===== config.mk =====
export PLATFORM = sky130hd
export DESIGN_NAME = dma_mask_status
export DESIGN_NICKNAME = d
export VERILOG_FILES = /design/src/rtl/dma_ms_pkg.sv /design/src/rtl/dma_grp_mask.sv /design/src/rtl/dma_grp_tc.sv /design/src/rtl/dma_req_gate.sv /design/src/rtl/dma_mask_status.sv
export SDC_FILE = /design/constraint.sdc
export NUM_CORES = 1
export LEC_CHECK = 0
export ABC_AREA = 0
export CAP_MARGIN = 20
export CORE_MARGIN = 5
export CORE_UTILIZATION = 37
export DETAILED_ROUTE_END_ITERATION = 6
export PLACE_DENSITY_LB_ADDON = 0.05
export SYNTH_ARGS = -nofsm -noshare
export SYNTH_HDL_FRONTEND = slang
export SYNTH_HIERARCHICAL = 1
export SYNTH_SLANG_ARGS = --single-unit

===== constraint.sdc =====
create_clock -name clk -period 2.6 [get_ports clk]
set_input_delay 0.78 -clock clk [delete_from_list [all_inputs] [get_ports clk]]
set_output_delay 0.78 -clock clk [all_outputs]
set_load 0.005 [all_outputs]

===== src/rtl/dma_ms_pkg.sv =====
package dma_ms_pkg;
  localparam int GROUPS = 2;

  // AND a request vector with a mask (1 = block)
  function automatic logic [3:0] gate4(input logic [3:0] req, input logic [3:0] msk);
    return req & ~msk;
  endfunction
endpackage


===== src/rtl/dma_grp_mask.sv =====
module dma_grp_mask #(
  parameter int CH = 4
) (
  input  logic          clk,
  input  logic          rst,
  input  logic          wr_en,
  input  logic          set_all,
  input  logic [CH-1:0] wdata,
  output logic [CH-1:0] mask_q
);
  always_ff @(posedge clk) begin
    if (rst || set_all) mask_q <= '1;
    else if (wr_en)     mask_q <= wdata;
  end
endmodule


===== src/rtl/dma_grp_tc.sv =====
module dma_grp_tc #(
  parameter int CH = 4
) (
  input  logic          clk,
  input  logic          rst,
  input  logic          rd_clr,
  input  logic [CH-1:0] tc_in,
  output logic [CH-1:0] tc_q
);
  logic [CH-1:0] kept;
  assign kept = rd_clr ? '0 : tc_q;

  always_ff @(posedge clk) begin
    if (rst) tc_q <= '0;
    else     tc_q <= kept | tc_in;   // new events win over the clear
  end
endmodule


===== src/rtl/dma_req_gate.sv =====
module dma_req_gate #(
  parameter int CH = 4
) (
  input  logic            clk,
  input  logic            rst,
  input  logic [2*CH-1:0] pend,
  input  logic [2*CH-1:0] mask,
  output logic [2*CH-1:0] eff_q
);
  logic [CH-1:0] lo_en;
  logic [CH-1:0] lo_eff;
  logic [CH-2:0] hi_eff;

  assign lo_en  = ~mask[CH-1:0] & {CH{~mask[CH]}};
  assign lo_eff = pend[CH-1:0] & lo_en;
  assign hi_eff = pend[2*CH-1:CH+1] & ~mask[2*CH-1:CH+1];

  always_ff @(posedge clk) begin
    if (rst) eff_q <= '0;
    else     eff_q <= {hi_eff, |lo_eff, lo_eff};
  end
endmodule


===== src/rtl/dma_mask_status.sv =====
module dma_mask_status #(
  parameter int          CH         = 4,
  parameter int          ADDR_W     = 8,
  parameter int          DATA_W     = 8,
  parameter logic [7:0]  MASK0_ADDR = 8'h0F,
  parameter logic [7:0]  SET0_ADDR  = 8'h0D,
  parameter logic [7:0]  STAT0_ADDR = 8'h08,
  parameter logic [7:0]  MASK1_ADDR = 8'hDE,
  parameter logic [7:0]  SET1_ADDR  = 8'hDA,
  parameter logic [7:0]  STAT1_ADDR = 8'hD0
) (
  input  logic                clk,
  input  logic                rst,
  input  logic [2*CH-1:0]     dreq,
  input  logic [2*CH-1:0]     sw_req,
  input  logic [2*CH-1:0]     tc_pulse,
  input  logic                reg_wr,
  input  logic                reg_rd,
  input  logic [ADDR_W-1:0]   reg_addr,
  input  logic [CH-1:0]       reg_wdata,
  output logic [DATA_W-1:0]   reg_rdata,
  output logic [2*CH-1:0]     eff_req
);
  import dma_ms_pkg::*;
  localparam int NCH = GROUPS * CH;
  localparam int PAD = DATA_W - CH;

  logic [NCH-1:0]    pend;
  logic [NCH-1:0]    mask_all;
  logic [NCH-1:0]    tc_all;
  logic [GROUPS-1:0] stat_clr;
  logic [GROUPS-1:0] hit_mask;
  logic [GROUPS-1:0] hit_stat;

  assign pend = dreq | sw_req;

  for (genvar g = 0; g < GROUPS; g++) begin : g_grp
    localparam logic [7:0] A_MASK = (g == 0) ? MASK0_ADDR : MASK1_ADDR;
    localparam logic [7:0] A_SET  = (g == 0) ? SET0_ADDR  : SET1_ADDR;
    localparam logic [7:0] A_STAT = (g == 0) ? STAT0_ADDR : STAT1_ADDR;
    logic wr_m, wr_s;

    assign hit_mask[g] = (reg_addr == ADDR_W'(A_MASK));
    assign hit_stat[g] = (reg_addr == ADDR_W'(A_STAT));
    assign wr_m        = reg_wr && hit_mask[g];
    assign wr_s        = reg_wr && (reg_addr == ADDR_W'(A_SET));
    assign stat_clr[g] = reg_rd && hit_stat[g];

    dma_grp_mask #(.CH(CH)) mask_i (
      .clk(clk), .rst(rst), .wr_en(wr_m), .set_all(wr_s),
      .wdata(reg_wdata), .mask_q(mask_all[g*CH +: CH])
    );

    dma_grp_tc #(.CH(CH)) tc_i (
      .clk(clk), .rst(rst), .rd_clr(stat_clr[g]),
      .tc_in(tc_pulse[g*CH +: CH]), .tc_q(tc_all[g*CH +: CH])
    );
  end

  dma_req_gate #(.CH(CH)) gate_i (
    .clk(clk), .rst(rst), .pend(pend), .mask(mask_all), .eff_q(eff_req)
  );

  always_comb begin
    reg_rdata = '0;
    if (reg_rd) begin
      for (int g = 0; g < GROUPS; g++) begin
        if (hit_mask[g]) reg_rdata = {{PAD{1'b0}}, mask_all[g*CH +: CH]};
        if (hit_stat[g]) reg_rdata = DATA_W'({pend[g*CH +: CH], tc_all[g*CH +: CH]});
      end
    end
  end
endmodule


==> out/results.ini, run 1 <==
[status]
status=complete, but fails checks
failed_checks=negative setup slack

[setup_path]
cp.arrival_ns=1.97
slowest_delay_ns=0.40
rrSetupSlack_ns=1.77
required_ns=1.82
critPathTopFamily=compound AO/OA/AOI/OAI gates
end_kind=primary output
cp_max_fo=3
worst-path-buf-inv=3
start_kind=primary input
cp_slowest_cell=or3_4
crit_chain=buf_8, or3_4, buf_6, a211o_1, a31oi_1, buf_2
worst-setup-path-type=in2out

[finish]
post-route-util=0.6474
area_growth_pct=70.79
final_net_count=274
final_cell_mix=clkdlybuf4s50_1 (38), dfxtp_1 (24), buf_4 (22), nor2_1 (18), inv_1 (16)
final_common_cell=clkdlybuf4s50_1
diodes=0
layoutNonFillerInstCount=279
drive_above_1_share=0.2833

[drt]
via_per_inst=5.125
drt-total-wl_um=4026
wl_per_cell_um=14.43
drtIter0Drc=51
drc=0
drtPass1Iterations=4
antenna_left=0
vias=1430

[place]
dp_slack_ns=-0.8936
hpwl_um=3093
io_buffers=55
gp_congestion=0.9309
placedCellCount=265

[floorplan]
ioPinCount=56
rows=21
die_x_um=68.24
fp.coreArea_mm2=0.003311
die_h_um=68.24
design.die.area_mm2=0.004657
initial_core_util=0.3791

[synthesis]
yosys_warnings=6
netlist_instances=152
syn_area_mm2=0.001255
synth.avg_cell_area_um2=8.256
syn-num-nets=192

[timing]
layout_setup_ws_ns=-0.1546
post-route-min-period_ns=2.755
finalSetupViolCount=8
maxSlewHeadroom=0.8157
skew_ns=0.009706
tightest_slew_ns=0.2756
post-route-period-util=1.059
fmax_ghz=0.3630
hold_viol=0
rsz0062_at_grt=yes
final_max_slew_viol_count=0

[clock_tree]
cts_hold_buf=0
numCtsBuffers=3
cts_max_level=1
cts_sinks=24
clk_pin_slew_ns=0.14
clock_latency_ns=0.32
clockBufferDepth=2
cts_tree=yes
cts-root-buf=clkbuf_4

[grt]
grt_util_all_layers=0.1849
grt_pass1_vias=1424
grt_max_degree=14
grt-ovfl-total=0
grt_pass1_wl_um=6506
antenna_found_initial=0

[pwr]
power-per-cell-area_mw_per_mm2=345.2
power.leakage_nw=0.8871
vdd_drop_max_mv=0.2339

[job]
drv_cap=0

[hold_path]
hp-class=reg2reg

==> worst register-to-register path, cell delays in order (launching register included) <==
cell	delay, ns
dfxtp_1	0.35
or2_4	0.28
a41oi_2	0.14
==> layout make-up <==
class	instances	area [µm²]
multi-input combinational	104	767.0
clock buffer	4	36.28
inverter	18	67.56
sequential	24	480.5
timing repair buffer	83	734.5
fill	303	1167
tap	46	57.56
==> through the flow <==
step	area (µm²)	power, mW	setup TNS, ns	hold WS [ns]
after floorplan	1255	0.4326	0	0.4162
after global placement	1961	0.5219	-6.757	0.4614
after detailed placement	1961	0.5246	-6.924	0.4675
after CTS	2097	0.7408	-0.9085	0.4883
after global routing	2143	0.7797	-1.292	0.5169
final	2143	0.7398	-0.9520	0.4917
==> what timing repair did <==
item | in CTS | in global routing
pin swaps | 14 | 4
gates resized for setup | 87 | 8
gates cloned | 1 | 0
setup buffers | 7 | 2
endpoints found under the setup margin | 8 | 8
==> state kept, by name, indices dropped and copies added, names as in the netlist <==
register and flops:
g_grp.tc_i/tc_q 8, g_grp.mask_i/mask_q 8, gate_i/eff_q 8
==> report_power, final <==
group	switching, mW	internal [mW]	total (mW)
Clock	0.115	0.0857	0.201
Combinational	0.0620	0.0936	0.156
Sequential	0.00667	0.377	0.384
==> layer usage <==
metal  vias up  global-route usage  routed length (µm)
met5         -                   0                   0
met4         0             0.07444                 105
met1       672              0.2170                1673
met3        10             0.04433                 314
li1        697                   -                   -
met2        51              0.3201                1933
==> path summary, 6_finish.rpt <==
path | depth (start not counted) | end | from
worst max-delay path | 6 | reg_rdata[3] | reg_addr[2]
worst max register to register | 2 | gate_i/eff_q[4] | g_grp[1].mask_i/mask_q[0]
worst min register to register | 1 | gate_i/eff_q[7] | g_grp[1].mask_i/mask_q[3]
worst min-delay path | 1 | gate_i/eff_q[7] | g_grp[1].mask_i/mask_q[3]
(Power assumes the default switching activity.)
==> run 2: changes to the inputs <==
Settings changed: CORE_UTILIZATION 37 to 30, TNS_END_PERCENT set to 5.
==> out/results.ini, run 2 (same netlist as run 1, synthesis figures left out) <==
[status]
status=complete, but fails checks
failed_checks=negative setup slack

[clock_tree]
cts-root-buf=clkbuf_8
cts_tree=yes
clock_latency_ns=0.27  ; -0.05 ns
clockBufferDepth=2  ; unchanged
cts_sinks=24  ; unchanged
numCtsBuffers=3  ; unchanged
clk_pin_slew_ns=0.09  ; -0.05 ns
cts_max_level=1  ; unchanged
cts_hold_buf=0  ; unchanged

[floorplan]
die_h_um=74.68  ; +9.4%
fp.coreArea_mm2=0.004029  ; +22%
rows=23  ; +9.5%
ioPinCount=56  ; unchanged
initial_core_util=0.3115  ; -0.06757
die_x_um=74.68  ; +9.4%
design.die.area_mm2=0.005576  ; +20%

[hold_path]
hp-class=reg2reg
whs_endpoint=gate_i/eff_q[7]
hold_path_depth=1  ; unchanged
min_from=g_grp[1].mask_i/mask_q[3]

[setup_path]
required_ns=1.82  ; about the same
r2r.worst_path.cells=2  ; unchanged
rrSetupSlack_ns=1.75  ; -0.02 ns
cp_max_fo=3  ; unchanged
worst-setup-path-type=in2out
reg2reg_to=gate_i/eff_q[4]
worst-path-buf-inv=4  ; +1
rr_startpoint=g_grp[1].mask_i/mask_q[0]
start_kind=primary input
end_kind=primary output
crit_chain=buf_8, nand4b_1, buf_4, buf_6, a211o_1, a31oi_1, buf_2
slowest_delay_ns=0.26  ; -0.14 ns
cp.arrival_ns=1.91  ; -0.06 ns
cp_slowest_cell=a211o_1
critPathTopFamily=buffers and inverters

[place]
hpwl_um=3393  ; +9.7%
dp_slack_ns=-0.8747  ; +0.01889 ns
io_buffers=55  ; unchanged
gp_congestion=0.9613  ; +3.3%

[finish]
final_cell_mix=clkdlybuf4s50_1 (38), buf_4 (28), dfxtp_1 (24), nor2_1 (17), inv_1 (16)
final_common_cell=clkdlybuf4s50_1
area_growth_pct=77.07
final_net_count=280  ; +2.2%
drive_above_1_share=0.3054  ; +0.02218
diodes=0  ; unchanged
top_regs=g_grp.mask_i/mask_q: 8 flops, g_grp.tc_i/tc_q: 8 flops, gate_i/eff_q: 8 flops
fill_cells=375  ; +24%

[drt]
vias=1444  ; +0.98%
drt-total-wl_um=4391  ; +9.1%
drtPass1Iterations=4  ; unchanged
antenna_left=0  ; unchanged
via_per_inst=4.997  ; -2.5%
drtIter0Drc=74  ; +45%
drc=0  ; unchanged
wl_per_cell_um=15.19  ; +5.3%

[timing]
tightest_slew_ns=0.3200  ; +0.04443 ns
skew_ns=0.003527  ; -0.006179 ns
holdWs_ns=0.4626  ; -0.02911 ns
rsz0062_at_grt=yes
fmax_ghz=0.3712  ; +2.3%
final_max_slew_viol_count=0  ; unchanged
layout_setup_ws_ns=-0.09370  ; +0.06088 ns
post-route-min-period_ns=2.694  ; -0.06088 ns
timing.setup.tns_ns=-0.3691  ; +0.5829 ns
post-route-period-util=1.036  ; -0.02342
maxSlewHeadroom=0.7839  ; -0.03183
finalSetupViolCount=8  ; unchanged
hold_viol=0  ; unchanged

[grt]
grt_util_all_layers=0.1589  ; -0.02599
grt_max_degree=15  ; +1
grt_pass1_wl_um=6810  ; +4.7%
antenna_found_initial=0  ; unchanged
grt-ovfl-total=0  ; unchanged
grt_pass1_vias=1442  ; +1.3%

[pwr]
vdd_drop_max_mv=0.2376  ; +1.6%
power-per-cell-area_mw_per_mm2=393.1  ; +14%
power.leakage_nw=0.9299  ; +4.8%

[job]
drv_cap=0  ; unchanged

## run 2: cell types whose count changed in the layout (fill, tap and decap cells not counted), sizes merged
cell	change
clkbuf	-2
bufinv	+1
buf	+7
## run 2: area by class of cell
cell class / count / area [µm²] / area share
repair buffers: 89 / 795.8 / 0.3581
multi-input cells: 104 / 744.5 / 0.3350
flip-flops and latches: 24 / 480.5 / 0.2162
inverters: 18 / 67.56 / 0.03041
well taps: 50 / 62.56 / 0.02815
clock buffers: 3 / 41.29 / 0.01858
clock inverters: 1 / 30.03 / 0.01351
## run 2: timing repair
item,CTS,global route
resized for setup,82,14
buffers inserted,6,2
endpoints found under the setup margin,8,8
gates cloned,1,0
pin swaps,15,11
## run 2: power breakdown
part / switching (mW) / internal [mW]
Combinational: 0.0632 / 0.0998
Clock: 0.122 / 0.206
Sequential: 0.00656 / 0.376
Total: 0.192 / 0.682
## run 2: layer usage
layer / up-vias / global-route usage / wire, µm
li1: 710 / - / -
met1: 658 / 0.2000 / 1795
met2: 62 / 0.2624 / 2064
met3: 14 / 0.03071 / 380
met4: 0 / 0.07312 / 150
met5: - / 0 / 0
## run 2: worst max path at each step
stage | from | to | slack [ns] | cells after the start
after floorplan | reg_addr[3] | reg_rdata[1] | -0.02 | 5
after CTS | reg_addr[2] | reg_rdata[0] | -0.10 | 5
final | reg_addr[0] | reg_rdata[3] | -0.09 | 7
after detailed placement | reg_addr[4] | reg_rdata[7] | -0.87 | 5
after global routing | reg_addr[4] | reg_rdata[3] | -0.13 | 8
after global placement | reg_addr[1] | reg_rdata[2] | -0.83 | 5
## run 2: stage by stage
step	area, µm²	power [mW]	util	cells
after floorplan	1255	0.4326	-	152
after global placement	2018	0.5316	0.5009	276
after detailed placement	2018	0.5339	0.5009	276
after CTS	2170	0.8762	0.5385	287
after global routing	2222	0.9098	0.5516	289
final	2222	0.8735	0.5516	289
